## config.mk

```make
export PLATFORM = sky130hd
export DESIGN_NAME = pin_glitch_filter
export DESIGN_NICKNAME = d
export VERILOG_FILES = /design/src/rtl/pgf_pkg.sv /design/src/rtl/pgf_sync.sv /design/src/rtl/pgf_len_reg.sv /design/src/rtl/pgf_pin_filter.sv /design/src/rtl/pin_glitch_filter.sv
export SDC_FILE = /design/constraint.sdc
export NUM_CORES = 1
export LEC_CHECK = 0
export BUFFER_PORTS_ARGS = -buffer_cell sky130_fd_sc_hd__clkbuf_2
export CAP_MARGIN = 10
export CELL_PAD_IN_SITES_DETAIL_PLACEMENT = 1
export CELL_PAD_IN_SITES_GLOBAL_PLACEMENT = 1
export CORE_MARGIN = 4
export CORE_UTILIZATION = 48
export DETAILED_ROUTE_END_ITERATION = 16
export PLACE_DENSITY_LB_ADDON = 0.1
export SKIP_CTS_REPAIR_TIMING = 1
export SYNTH_ARGS = -nofsm -noshare
export SYNTH_HDL_FRONTEND = slang
export SYNTH_SLANG_ARGS = --single-unit
export TNS_END_PERCENT = 50
```

## constraint.sdc

```tcl
create_clock -name clk -period 3.5 [get_ports clk]
set_input_delay 0.7 -clock clk [delete_from_list [all_inputs] [get_ports clk]]
set_output_delay 0.7 -clock clk [all_outputs]
set_load 0.01 [all_outputs]
```

## src/rtl/pgf_pkg.sv

```systemverilog
// Package: shared sizing constants for the pin glitch filter.
// Assumes: the configuration register is one 32-bit word.
package pgf_pkg;
    localparam int PGF_REG_W     = 32;
    localparam int PGF_SYNC_DEPTH = 2;
endpackage

```

## src/rtl/pgf_sync.sv

```systemverilog
// Module: pgf_sync
// Brings a vector of asynchronous inputs into the clock domain through a
// chain of STAGES flops per bit.
// Assumes: each bit is independent; no bus coherency is needed.
module pgf_sync #(
    parameter int WIDTH  = 32,
    parameter int STAGES = 2
) (
    input  logic             clk,
    input  logic             rst_n,
    input  logic [WIDTH-1:0] d,
    output logic [WIDTH-1:0] q
);
    logic [WIDTH-1:0] chain [STAGES];

    // Shift raw levels through the flop chain.
    always_ff @(posedge clk) begin
        if (!rst_n) begin
            for (int s = 0; s < STAGES; s++) chain[s] <= '0;
        end else begin
            chain[0] <= d;
            for (int s = 1; s < STAGES; s++) chain[s] <= chain[s-1];
        end
    end

    assign q = chain[STAGES-1];
endmodule

```

## src/rtl/pgf_len_reg.sv

```systemverilog
// Module: pgf_len_reg
// Holds the shared filter length. A write is taken only when every
// per-pin enable is clear. The read value is zero above the length field.
// Assumes: REG_W > LEN_W.
module pgf_len_reg #(
    parameter int LEN_W    = 5,
    parameter int REG_W    = 32,
    parameter int NUM_PINS = 32
) (
    input  logic                clk,
    input  logic                rst_n,
    input  logic                wr,
    input  logic [REG_W-1:0]    wdata,
    input  logic [NUM_PINS-1:0] filt_en,
    output logic [LEN_W-1:0]    len,
    output logic [REG_W-1:0]    rdata
);
    localparam int PAD_W = REG_W - LEN_W;

    logic all_off;
    assign all_off = (filt_en == '0);

    // Capture the length field only while all filters are off.
    always_ff @(posedge clk) begin
        if (!rst_n)               len <= '0;
        else if (wr && all_off)   len <= wdata[LEN_W-1:0];
    end

    assign rdata = {{PAD_W{1'b0}}, len};
endmodule

```

## src/rtl/pgf_pin_filter.sv

```systemverilog
// Module: pgf_pin_filter
// One pin's qualifier. It counts consecutive cycles in which the synchronised
// input differs from the held level, and adopts the new level on the
// (len+1)-th such cycle. When disabled it tracks the input so that enabling
// it later causes no glitch.
// Assumes: sync_in is already in the clk domain.
module pgf_pin_filter #(
    parameter int LEN_W = 5
) (
    input  logic             clk,
    input  logic             rst_n,
    input  logic             en,
    input  logic             sync_in,
    input  logic [LEN_W-1:0] len,
    output logic             held
);
    logic [LEN_W-1:0] cnt;
    logic             differs;
    logic             expired;

    assign differs = (sync_in != held);
    assign expired = (cnt == len);

    // Qualify level changes against the shared length.
    always_ff @(posedge clk) begin
        if (!rst_n) begin
            held <= 1'b0;
            cnt  <= '0;
        end else if (!en) begin
            held <= sync_in;
            cnt  <= '0;
        end else if (!differs) begin
            cnt  <= '0;
        end else if (expired) begin
            held <= sync_in;
            cnt  <= '0;
        end else begin
            cnt  <= cnt + 1'b1;
        end
    end
endmodule

```

## src/rtl/pin_glitch_filter.sv

```systemverilog
// Module: pin_glitch_filter
// Top level: synchroniser, shared length register and one qualifier per
// pin. A disabled pin bypasses the filter combinationally.
// Assumes: a single filter clock; analog paths live elsewhere.
module pin_glitch_filter #(
    parameter int NUM_PINS = 32,
    parameter int LEN_W    = 5,
    parameter int REG_W    = pgf_pkg::PGF_REG_W
) (
    input  logic                clk,
    input  logic                rst_n,
    input  logic [NUM_PINS-1:0] pin_raw,
    input  logic [NUM_PINS-1:0] filt_en,
    input  logic                cfg_wr,
    input  logic [REG_W-1:0]    cfg_wdata,
    output logic [REG_W-1:0]    cfg_rdata,
    output logic [NUM_PINS-1:0] pin_out
);
    logic [NUM_PINS-1:0] sync_bus;
    logic [NUM_PINS-1:0] held_bus;
    logic [LEN_W-1:0]    len;

    pgf_sync #(
        .WIDTH  (NUM_PINS),
        .STAGES (pgf_pkg::PGF_SYNC_DEPTH)
    ) u_sync (
        .clk   (clk),
        .rst_n (rst_n),
        .d     (pin_raw),
        .q     (sync_bus)
    );

    pgf_len_reg #(
        .LEN_W    (LEN_W),
        .REG_W    (REG_W),
        .NUM_PINS (NUM_PINS)
    ) u_len (
        .clk     (clk),
        .rst_n   (rst_n),
        .wr      (cfg_wr),
        .wdata   (cfg_wdata),
        .filt_en (filt_en),
        .len     (len),
        .rdata   (cfg_rdata)
    );

    for (genvar i = 0; i < NUM_PINS; i++) begin : g_pin
        pgf_pin_filter #(.LEN_W(LEN_W)) u_filt (
            .clk     (clk),
            .rst_n   (rst_n),
            .en      (filt_en[i]),
            .sync_in (sync_bus[i]),
            .len     (len),
            .held    (held_bus[i])
        );
        // Select filtered or bypass level for this pin.
        assign pin_out[i] = filt_en[i] ? held_bus[i] : pin_raw[i];
    end
endmodule

```

After elaboration in Yosys (flattened, before gate mapping)
Memories as Yosys holds them, arrays and structs flattened.
Index checks and enable logic that the tools add are counted.
{"block": "classes", "shift": 0, "multipliers": 0, "add_sub_neg": 32, "n_reduce_logical": 66, "bitwise": 67, "eq_ne": 128, "div_mod_pow": 0, "order_cmp": 0, "n_mux": 132}
{"cell": "$add A5 B1 Y5 const B", "count": 32}
{"cell": "$eq A5 B5 Y1", "count": 32}
{"cell": "$mux W1", "count": 130}
{"cell": "$ne A2 B1 Y1 const B", "count": 64}
{"cell": "$reduce_or A4 Y1", "count": 32}
{"cell": "$not A1 Y1", "count": 65}
{"cell": "$mux W32", "count": 2}
{"cell": "$reduce_and A2 Y1", "count": 32}
{"cell": "$logic_not A32 Y1", "count": 1}
{"cell": "$ne A1 B1 Y1", "count": 32}
{"cell": "$or A1 B1 Y1", "count": 2}
{"cell": "$logic_and A1 B1 Y1", "count": 1}
{"block": "totals", "mem_count": 1, "ram_bits": 64, "inputBits": 99, "latch_bits": 0, "output_inout_bits": 64, "mem_bits_ro": 0, "word_cells": 491, "register_bits": 197}
{"name": "u_sync.chain", "words": 2, "width": 32, "rd": 2, "rd_ports_with_merged_regs": 0, "write_ports": 2, "line": "pgf_sync.sv:14", "rtl": "logic [WIDTH-1:0] chain [STAGES];"}

Logic depth before layout (Yosys ltp)
Gate-level depths: netlist of run 1.
{"block": "depth", "word_depth": 4, "mapped_depth": 6, "depth_no_buf": 4}

Hierarchy
Synthesis of run 1 repeated with hierarchy kept, for this count alone.
{"block": "unflattened", "cells_unflattened": 1384, "hier_area_um2": 12977.4}
{"mod": "pgf_pin_filter (g_pin[0].u_filt ...)", "instances": 31, "area_each_um2": 309.0, "seq_area_each_um2": 120.1, "cells_per_inst": 35}
{"mod": "pgf_sync", "instances": 1, "area_each_um2": 2031.9, "seq_area_each_um2": 1281.2, "cells_per_inst": 166}
{"mod": "pgf_len_reg", "instances": 1, "area_each_um2": 576.8, "seq_area_each_um2": 100.1, "cells_per_inst": 68}
{"mod": "pin_glitch_filter", "instances": 1, "area_each_um2": 480.5, "seq_area_each_um2": 0.0, "cells_per_inst": 32}
{"mod": "pgf_pin_filter (g_pin[31].u_filt)", "instances": 1, "area_each_um2": 307.8, "seq_area_each_um2": 120.1, "cells_per_inst": 33}

Worst setup path before layout of run 1
OpenSTA, ideal clock, no wires.
{"block": "synth_timing", "path_kind": "input-to-output", "start": "input port filt_en[0]", "end": "output port pin_out[0]", "arrival_time_ns": 1.035, "path_slack_ns": 1.765, "required_ns": 2.800, "n_path_buf": 0, "path_stages": 1, "path_cell_list": "mux2_2"}
{"block": "synth_between", "elab_chain_cells": 1}
{"item": "start: declaration", "line": "pin_glitch_filter.sv:13", "rtl": "input logic [NUM_PINS-1:0] filt_en,"}
{"item": "$mux W1", "line": "pin_glitch_filter.sv:57", "rtl": "assign pin_out[i] = filt_en[i] ? held_bus[i] : pin_raw[i];"}
{"item": "end: declaration", "line": "pin_glitch_filter.sv:17", "rtl": "output logic [NUM_PINS-1:0] pin_out"}
No other way between the ends.

Worst setup path in the final report of run 1
{"block": "layout_timing", "start": "register u_len.len[0]", "end": "output port cfg_rdata[0]"}
{"item": "start: declaration", "line": "pgf_len_reg.sv:15", "rtl": "output logic [LEN_W-1:0] len,"}
{"item": "start signal: assignment", "line": "pgf_len_reg.sv:26", "rtl": "else if (wr && all_off) len <= wdata[LEN_W-1:0];"}
{"item": "end: declaration", "line": "pin_glitch_filter.sv:16", "rtl": "output logic [REG_W-1:0] cfg_rdata,"}
No word-level cell between the ends.

==> qor.csv, run 1 <==
stage;metric;value;unit
floorplanning;CORE AREA;25100;µm²
worst_hold_path;HP Class;in -> reg;
synth;top cells by area, synth;dfxtp_1, xnor2_1, xor2_1;
layout;Core Util, Final;0.555;
timing;count of pins over their slew limit;0;
layout;area delta synth->final;13.9;%
floorplanning;DIE HEIGHT;168;µm
floorplanning;I/O pin cnt;163;
routing;final wirelength;26900;µm
layout;diode count;0;
layout;number of fill cells;2853;
timing;period utilisation layout;0.701;
worst_setup_path;Reg2Reg Launch Point;u_len.len[0];
placement;gp weighted congestion;0.775;
worst_setup_path;CP max stage delay;0.92;ns
job;maxcap violations;0;
synth;most common cell in the netlist;dfxtp_1;
clocking;CTS tree;yes;
timing;hold_ws;0.374;ns
synth;Post-Syn Area;12200;µm²
timing;Slew headroom;0.382;
placement;DP HPWL;18700;µm
grt;initial antenna violation count;0;
floorplanning;Rows;58;
clocking;clock root cell;clkbuf_16;
synth;Avg Synthesized Cell Area;9.77;µm²
layout;fraction of layout cells with a size suffix above 1;0.181;
clocking;TritonCTS Sinks;261;
power;Cell Pwr Density;467;nW/µm²
worst_setup_path;CP max-delay cell;dfxtp_2;
placement;dpl cells;1660;
synth;Cells after Synth;1252;
synth;Yosys top cell by area;dfxtp_1;
layout;fin nets;1493;
routing;# DRC;0;
timing;Setup-failing EPs final;0;
worst_setup_path;worst reg2reg setup slack;1.42;ns
layout;multi-input logic area;6490;µm²
worst_setup_path;crit path DAT;1.75;ns
power;P_leak;5.63;nW
synth;yosys warns;0;
layout;register area;5230;µm²
routing;vias per inst;5.01;
worst_setup_path;Critical R2R Capture;g_pin[22].u_filt.cnt[3];
routing;DR WL/cell;15.7;µm
clocking;Longest Clk Path Bufs;3;
worst_hold_path;hold path start;pin_raw[14];
worst_setup_path;CP max FO;23;
run_status;outcome;finished clean;
floorplanning;starting density of the core;0.487;
grt;Tot GR Track Use;0.189;
synth;Synth async-reset ratio;0;
synth;library cells used by synthesis;33;
clocking;clock latency on the worst-skew pair;0.55;ns
synth;Post-synth EDFFs;0;
synth;post-synth top area share;0.427;
worst_setup_path;Crit. End Element;output pin;
timing;Final Hold Fails;0;
grt;pin count of the biggest net entering global routing;62;
routing;first-pass iteration count of the detailed router;4;
synth;Yosys reg bits;261;
worst_setup_path;worst path bufs/invs;1;
worst_setup_path;crit-path leading delay family;flip-flops;
floorplanning;DIE AREA;28100;µm²
timing;clock skew;0.0135;ns
worst_setup_path;critical path required time;2.80;ns
worst_hold_path;Hold Path End;u_sync.chain[0][14];
routing;ANT nets after route;0;
worst_setup_path;WS Path Type;reg -> out;
timing;Sum Neg Setup Slack;0;ns
routing;via count;8600;
timing;worst-margin pin slew;0.926;ns
grt;first-pass GRT wire length;44700;µm
synth;sequential-to-total area share from yosys stat;0.427;
floorplanning;Die Span X;168;µm
synth;Post-synth top cells;dfxtp_1, xnor2_1, nor2_1;
routing;starting DRC count in detailed routing;282;
clocking;H-Tree Depth;1;
worst_setup_path;Register-to-Register Path Depth;5;
timing;fin crit period;2.45;ns
timing;unrepaired setup endpoints after global routing;false;
worst_hold_path;Min-Delay Path Depth;2;
clocking;number of buffers created by CTS;30;
grt;grt total ovfl;0;
placement;IO buf count;108;
worst_setup_path;crit-path cells;clkbuf_2;
timing;max frequency;408;MHz
worst_setup_path;CP Launch Type;register;
power;maximum VDD drop;0.000338;V
power;Design Power;6.50;mW
grt;vias in the first global route;9078;
synth;Main synth FF type;dfxtp_1;
clocking;Reg clk slew, reported paths;0.06;ns
layout;Finished Layout Cells;1715;
==> layer usage <==
layer | wire length (µm) | vias up | track usage
li1 | - | 4281 | -
met1 | 12100 | 4133 | 0.237
met2 | 13200 | 138 | 0.339
met3 | 912 | 48 | 0.0276
met4 | 652 | 0 | 0.0515
met5 | 0 | - | 0
==> power breakdown <==
part	internal, mW	switching, mW	total, mW
Sequential	3.02	0.0234	3.04
Combinational	0.108	0.149	0.257
Clock	1.99	1.22	3.21
Total	5.12	1.39	6.50
==> worst register-to-register path, stage by stage (launching register included) <==
cell	delay, ns
dfxtp_2	0.92
buf_4	0.40
xnor2_1	0.15
nand2_1	0.10
o2111ai_2	0.31
nor2_1	0.09
==> state kept, by name, summed over array words and instances, names as in the netlist <==
register	cells
g_pin.u_filt.cnt	160
g_pin.u_filt.held	32
u_len.len	5
u_sync.chain	64
==> worst max-delay path by stage <==
stage                       startpoint           end  cells after the start
after floorplan             filt_en[0]    pin_out[0]                      1
after global placement     filt_en[13]  u_len.len[2]                      5
after detailed placement   filt_en[13]  u_len.len[2]                      5
after CTS                 u_len.len[0]  cfg_rdata[0]                      1
after global routing      u_len.len[0]  cfg_rdata[0]                      1
final                     u_len.len[0]  cfg_rdata[0]                      1
==> metrics by stage <==
step	area (µm²)	worst slack [ns]
after floorplan	12300	1.76
after CTS	13900	0.995
final	13900	1.05
after detailed placement	12900	1.11
after global placement	12900	1.18
after global routing	13900	0.998
==> cells in the final DEF, fill, tap and decap left out, drive strengths merged, types with 3 or more instances in the layout <==
| cell | count |
|---|---|
| dfxtp | 261 |
| o2111ai | 31 |
| xor2 | 97 |
| xnor2 | 191 |
| nor2 | 161 |
| and2 | 64 |
| nor4 | 6 |
| a21oi | 5 |
| bufinv | 3 |
| nand4 | 7 |
| o21ai | 31 |
| o31ai | 5 |
| clkbuf | 148 |
| clkinv | 11 |
| buf | 10 |
| mux2i | 32 |
| conb | 27 |
| nand2 | 95 |
| ha | 32 |
| inv | 32 |
| mux2 | 32 |
| nand3 | 96 |
==> kinds of logic after synthesis <==
kind of cell	after synthesis	synth area share
buffers and inverters	97	0.0508
xor gates and xnor gates	288	0.206
AOI/OAI and AO/OA	74	0.0615
DFF	261	0.427
other	1	0.000306
adders and majority gates	32	0.0327
and+or+nand+nor	435	0.166
muxes	64	0.0556
==> layout make-up <==
class                   count  share of cell area
inverters                  32             0.00862
clock buffers              41              0.0641
clock inverters            14              0.0104
multi-input cells         920               0.465
repair buffers            117              0.0465
flip-flops and latches    261               0.375
well taps                 330              0.0296
No activity file was read; power rests on OpenSTA's default activity.
==> run 2: changes to the inputs <==
--- a/config.mk
+++ b/config.mk
@@ -5,12 +5,13 @@
 export SDC_FILE = /design/constraint.sdc
 export NUM_CORES = 1
 export LEC_CHECK = 0
+export ABC_AREA = 1
 export BUFFER_PORTS_ARGS = -buffer_cell sky130_fd_sc_hd__clkbuf_2
 export CAP_MARGIN = 10
 export CELL_PAD_IN_SITES_DETAIL_PLACEMENT = 1
 export CELL_PAD_IN_SITES_GLOBAL_PLACEMENT = 1
 export CORE_MARGIN = 4
-export CORE_UTILIZATION = 48
+export CORE_UTILIZATION = 38
 export DETAILED_ROUTE_END_ITERATION = 16
 export PLACE_DENSITY_LB_ADDON = 0.1
 export SKIP_CTS_REPAIR_TIMING = 1
==> constraint.sdc (replaced) <==
create_clock -name clk -period 2.25 [get_ports clk]
set_input_delay 0.45 -clock clk [delete_from_list [all_inputs] [get_ports clk]]
set_output_delay 0.45 -clock clk [all_outputs]
set_load 0.01 [all_outputs]
==> run 2 against run 1 <==
Effect of this change:
- via count up 29%
- cell area up 8.9%
- final cell count up 42%
==> qor.csv, run 2 <==
stage;metric;value;unit
synth;most common cell in the netlist;nand2_1;
timing;max frequency;484;MHz
synth;top cells by area, synth;dfxtp_1, nand2_1, nor2_1;
worst_setup_path;critical path required time;1.80;ns
synth;yosys warns;0;
synth;Synth async-reset ratio;0;
grt;Tot GR Track Use;0.176;
job;maxcap violations;0;
routing;starting DRC count in detailed routing;295;
layout;diode count;0;
floorplanning;I/O pin cnt;163;
clocking;TritonCTS Sinks;261;
timing;Sum Neg Setup Slack;0;ns
floorplanning;starting density of the core;0.390;
synth;post-synth top area share;0.396;
run_status;outcome;finished clean;
timing;count of pins over their slew limit;0;
grt;vias in the first global route;11447;
layout;commonest non-fill, non-tap cell in the layout;nand2_1;
clocking;Reg clk slew, reported paths;0.05;ns
power;P_leak;7.41;nW
layout;number of fill cells;4397;
worst_setup_path;Reg2Reg Launch Point;u_len.len[4];
grt;grt total ovfl;0;
worst_setup_path;CP Launch Type;register;
clocking;H-Tree Depth;2;
floorplanning;Die Span X;194;µm
clocking;clock latency on the worst-skew pair;0.50;ns
routing;# DRC;0;
worst_setup_path;CP max FO;34;
placement;Post-DP Area;14000;µm²
synth;Cells after Synth;1843;
layout;area delta synth->final;15.1;%
timing;Slew headroom;0.583;
floorplanning;DIE HEIGHT;194;µm
worst_setup_path;Register-to-Register Path Depth;7;
routing;via count;11117;
routing;vias per inst;4.58;
synth;Yosys top cell by area;dfxtp_1;
synth;Avg Synthesized Cell Area;7.16;µm²
clocking;clock root cell;clkbuf_16;
synth;Main synth FF type;dfxtp_1;
synth;library cells used by synthesis;21;
timing;clock skew;0.0111;ns
worst_setup_path;Crit. End Element;output pin;
layout;largest registers;g_pin.u_filt.cnt x160, u_sync.chain x64, g_pin.u_filt.held x32;
timing;Setup-failing EPs final;0;
floorplanning;Rows;67;
clocking;Longest Clk Path Bufs;3;
worst_setup_path;end of the critical path;cfg_rdata[1];
synth;Post-Syn Area;13200;µm²
layout;most frequent cells in the layout;nand2_1, nor2_1, inv_1, dfxtp_1, nand3_1;
timing;period utilisation layout;0.918;
timing;unrepaired setup endpoints after global routing;false;
synth;sequential-to-total area share from yosys stat;0.396;
grt;first-pass GRT wire length;55900;µm
worst_setup_path;crit path DAT;1.62;ns
worst_setup_path;Critical R2R Capture;g_pin[0].u_filt.cnt[1];
layout;max FFs per register;160;
layout;fin nets;2087;
routing;final wirelength;33400;µm
worst_setup_path;worst reg2reg setup slack;0.56;ns
timing;worst-margin pin slew;0.625;ns
routing;DR WL/cell;13.8;µm
worst_setup_path;crit path from;u_len.len[1];
routing;ANT nets after route;0;
layout;final instance area;15200;µm²
placement;DP HPWL;23300;µm
placement;gp weighted congestion;0.780;
power;Cell Pwr Density;702;nW/µm²
layout;fraction of layout cells with a size suffix above 1;0.124;
timing;fin crit period;2.07;ns
clocking;CTS tree;yes;
grt;initial antenna violation count;1;
floorplanning;DIE AREA;37800;µm²
placement;IO buf count;108;
synth;Yosys reg bits;261;
synth;Post-synth EDFFs;0;
layout;Reg with most FFs;g_pin.u_filt.cnt;
routing;first-pass iteration count of the detailed router;4;
grt;pin count of the biggest net entering global routing;43;
power;maximum VDD drop;0.000459;V
worst_setup_path;WS Path Type;reg -> out;
timing;Final Hold Fails;0;
clocking;number of buffers created by CTS;34;
synth;Post-synth top cells;nand2_1, nor2_1, inv_1;
worst_hold_path;HP Class;in -> reg;
floorplanning;CORE AREA;33900;µm²
## run 2: metal layers
| metal | up-vias | wire length [µm] | share of wire | track usage |
|---|---|---|---|---|
| met5 | - | 13 | 0.00039 | 0 |
| li1 | 5731 | - | - | - |
| met1 | 5211 | 15800 | 0.47 | 0.229 |
| met3 | 37 | 1200 | 0.036 | 0.0284 |
| met4 | 2 | 554 | 0.017 | 0.0365 |
| met2 | 136 | 15800 | 0.47 | 0.310 |
## run 2: through the flow
step                hold WS [ns]  utilization  setup WS, ns  std cells  total power, mW
CTS                        0.123        0.448         0.133       2428             10.8
floorplan                  0.390            -         0.962       1869             5.08
global route               0.140        0.448         0.100       2428             11.1
detailed placement         0.401        0.414         0.414       2368             5.27
finish                     0.146        0.448         0.185       2428             10.7
global placement           0.393        0.414         0.463       2368             5.26
## run 2: worst max-delay path: stages (launching register included)
cell and delay [ns]:
dfxtp_2 0.33, buf_4 0.52, clkbuf_2 0.26
## run 2: how the worst min path moves through the flow
stage	from	end	slack, ns	cells after the start
after detailed placement	u_sync.chain[0][31]	u_sync.chain[0][63]	0.40	2
final	pin_raw[1]	u_sync.chain[0][1]	0.15	3
after global placement	u_sync.chain[0][31]	u_sync.chain[0][63]	0.39	2
after CTS	pin_raw[18]	u_sync.chain[0][18]	0.12	3
after global routing	pin_raw[17]	u_sync.chain[0][17]	0.14	3
after floorplan	u_sync.chain[0][0]	u_sync.chain[0][32]	0.39	2
## run 2: cell type report
| type | instances | area (µm²) | area share |
|---|---|---|---|
| multi-input combinational | 1262 | 6500 | 0.428 |
| inverter | 273 | 1030 | 0.0678 |
| clock buffer | 53 | 1100 | 0.0722 |
| timing repair buffer | 124 | 701 | 0.0462 |
| tap | 448 | 561 | 0.0369 |
| clock inverter | 7 | 62.6 | 0.00412 |
| sequential | 261 | 5230 | 0.345 |
## run 2: kinds of logic after synthesis
group | Yosys count | share of synthesized area
buf+inv | 346 | 0.119
xor+xnor | 164 | 0.109
flops | 261 | 0.396
mux | 1 | 0.000854
other cells | 1 | 0.000284
simple gates | 976 | 0.321
compound gates | 62 | 0.0235
fa+ha+maj | 32 | 0.0303
## run 2: where the power goes
part / internal, mW / total, mW / leakage, nW / switching (mW)
sequential: 4.69 / 4.73 / 2.12 / 0.0338
combinational: 0.157 / 0.443 / 4.72 / 0.287
clock: 3.45 / 5.49 / 0.575 / 2.03
total: 8.30 / 10.7 / 7.41 / 2.36
==> run 3: changes to the inputs <==
--- a/config.mk
+++ b/config.mk
@@ -10,7 +10,6 @@
 export CAP_MARGIN = 10
 export CELL_PAD_IN_SITES_DETAIL_PLACEMENT = 1
 export CELL_PAD_IN_SITES_GLOBAL_PLACEMENT = 1
-export CORE_MARGIN = 4
 export CORE_UTILIZATION = 38
 export DETAILED_ROUTE_END_ITERATION = 16
 export PLACE_DENSITY_LB_ADDON = 0.1
==> run 3 against run 2 <==
Effect of this change:
- setup slack lost 0.066 ns
- sequential share of layout area grew 0.29 points
- global-route usage grew 1.1 points
- final cell count shrank 0.33%
- utilization shrank 0.37 points
- non-clock buffer count shrank 3
- worst hold slack lost 0.056 ns
- critical endpoint unchanged
==> qor.csv, run 3 (same netlist as run 2, synthesis figures left out) <==
stage;metric;value;unit
run_status;outcome;finished clean;
worst_setup_path;CP max-delay cell;buf_4;
worst_hold_path;Min-Delay Path Depth;3;
layout;max FFs per register;160;
clocking;Reg clk slew, reported paths;0.06;ns
timing;PnR worst setup slack;0.119;ns
layout;largest registers;g_pin.u_filt.cnt x160, u_sync.chain x64, g_pin.u_filt.held x32;
timing;period utilisation layout;0.947;
routing;vias per inst;4.62;
placement;dpl cells;2365;
timing;Slew headroom;0.561;
power;maximum VDD drop;0.000654;V
worst_setup_path;critical path required time;1.80;ns
worst_setup_path;crit path DAT;1.68;ns
routing;first-pass iteration count of the detailed router;4;
routing;# DRC;0;
placement;pre-CTS WS;0.490;ns
floorplanning;DIE AREA;35500;µm²
timing;Final Hold Fails;0;
placement;DP HPWL;22900;µm
worst_hold_path;HP Class;in -> reg;
job;maxcap violations;0;
clocking;clock latency on the worst-skew pair;0.56;ns
timing;worst-margin pin slew;0.659;ns
floorplanning;I/O pin cnt;163;
layout;fraction of layout cells with a size suffix above 1;0.119;
worst_setup_path;CP Launch Type;register;
worst_setup_path;Register-to-Register Path Depth;6;
grt;initial antenna violation count;0;
layout;Reg with most FFs;g_pin.u_filt.cnt;
worst_setup_path;WS Path Type;reg -> out;
timing;unrepaired setup endpoints after global routing;false;
routing;starting DRC count in detailed routing;333;
floorplanning;Rows;67;
floorplanning;starting density of the core;0.390;
routing;final wirelength;32800;µm
layout;multi-input logic area;6500;µm²
layout;diode count;0;
worst_setup_path;crit-path cells;buf_4 -> clkbuf_2;
timing;Setup-failing EPs final;0;
worst_setup_path;CP max stage delay;0.54;ns
grt;grt total ovfl;0;
power;Design Power;10.2;mW
layout;area delta synth->final;14.1;%
power;P_leak;7.34;nW
grt;vias in the first global route;11104;
layout;register area;5230;µm²
clocking;clock root cell;clkbuf_16;
worst_setup_path;Crit. End Element;output pin;
timing;Sum Neg Setup Slack;0;ns
layout;Finished Layout Cells;2420;
clocking;number of buffers created by CTS;31;
grt;first-pass GRT wire length;54400;µm
worst_setup_path;CP max FO;34;
timing;clock skew;0.00540;ns
clocking;Longest Clk Path Bufs;3;
clocking;H-Tree Depth;1;
layout;most frequent cells in the layout;nand2_1, nor2_1, inv_1, dfxtp_1, nand3_1;
routing;DR WL/cell;13.6;µm
timing;max frequency;469;MHz
clocking;TritonCTS Sinks;261;
layout;fin nets;2081;
routing;via count;11170;
timing;fin crit period;2.13;ns
floorplanning;DIE HEIGHT;188;µm
floorplanning;Die Span X;188;µm
clocking;CTS tree;yes;
power;Cell Pwr Density;681;nW/µm²
grt;pin count of the biggest net entering global routing;60;
routing;ANT nets after route;0;
placement;IO buf count;108;
layout;Core Util, Final;0.444;
floorplanning;CORE AREA;33900;µm²
layout;number of fill cells;4294;
grt;Tot GR Track Use;0.187;
timing;count of pins over their slew limit;0;
placement;gp weighted congestion;0.746;
layout;commonest non-fill, non-tap cell in the layout;nand2_1;
## run 3: cell types whose count changed in the layout (fill, tap and decap cells not counted)
cell | before | now
buf_12 | 3 | 4
buf_4 | 14 | 10
bufinv_16 | 1 | 3
clkbuf_1 | 5 | 8
clkbuf_16 | 37 | 31
clkbuf_8 | 11 | 9
clkinv_2 | 5 | 3
clkinvlp_4 | 1 | 0
inv_6 | 0 | 1
## run 3: layer usage
metal	share of wire	routed length [µm]	global-route usage	vias to the layer above
met5	0	0	0	-
met4	0.022	737	0.0450	0
met3	0.036	1170	0.0285	44
met2	0.48	15700	0.336	148
met1	0.46	15200	0.232	5264
li1	-	-	-	5714
## run 3: metrics by stage
stage          cell area (µm²)  hold WS (ns)
2_1_floorplan            13300         0.390
3_5_place_dp             14000         0.402
5_1_grt                  15100        0.0793
3_3_place_gp             14000         0.393
4_1_cts                  15100        0.0590
6_report                 15100        0.0902
## run 3: final timing paths
kind | start | to | slack, ns
setup reg to reg | u_len.len[1] | g_pin[26].u_filt.cnt[2] | 0.61
setup / recovery | u_len.len[1] | cfg_rdata[1] | 0.12
hold / removal | pin_raw[25] | u_sync.chain[0][25] | 0.09
hold reg to reg | u_sync.chain[0][30] | u_sync.chain[0][62] | 0.41
## run 3: critical path: cells and delay by family (launching register included)
family   cells  cell delay, ns
flops        1            0.33
buf+inv      2            0.79
## run 3: cell type report
| type | count | area share |
|---|---|---|
| Clock buffer | 48 | 0.0618 |
| Clock inverter | 7 | 0.00756 |
| Inverter | 273 | 0.0684 |
| Multi-Input combinational cell | 1262 | 0.432 |
| Sequential cell | 261 | 0.348 |
| Tap cell | 448 | 0.0372 |
| Timing Repair Buffer | 121 | 0.0459 |
## run 3: power breakdown
part | switching, mW | total [mW] | internal (mW)
sequential | 0.0339 | 4.73 | 4.69
clock | 1.93 | 5.08 | 3.15
combinational | 0.288 | 0.442 | 0.154
total | 2.25 | 10.2 | 8.00
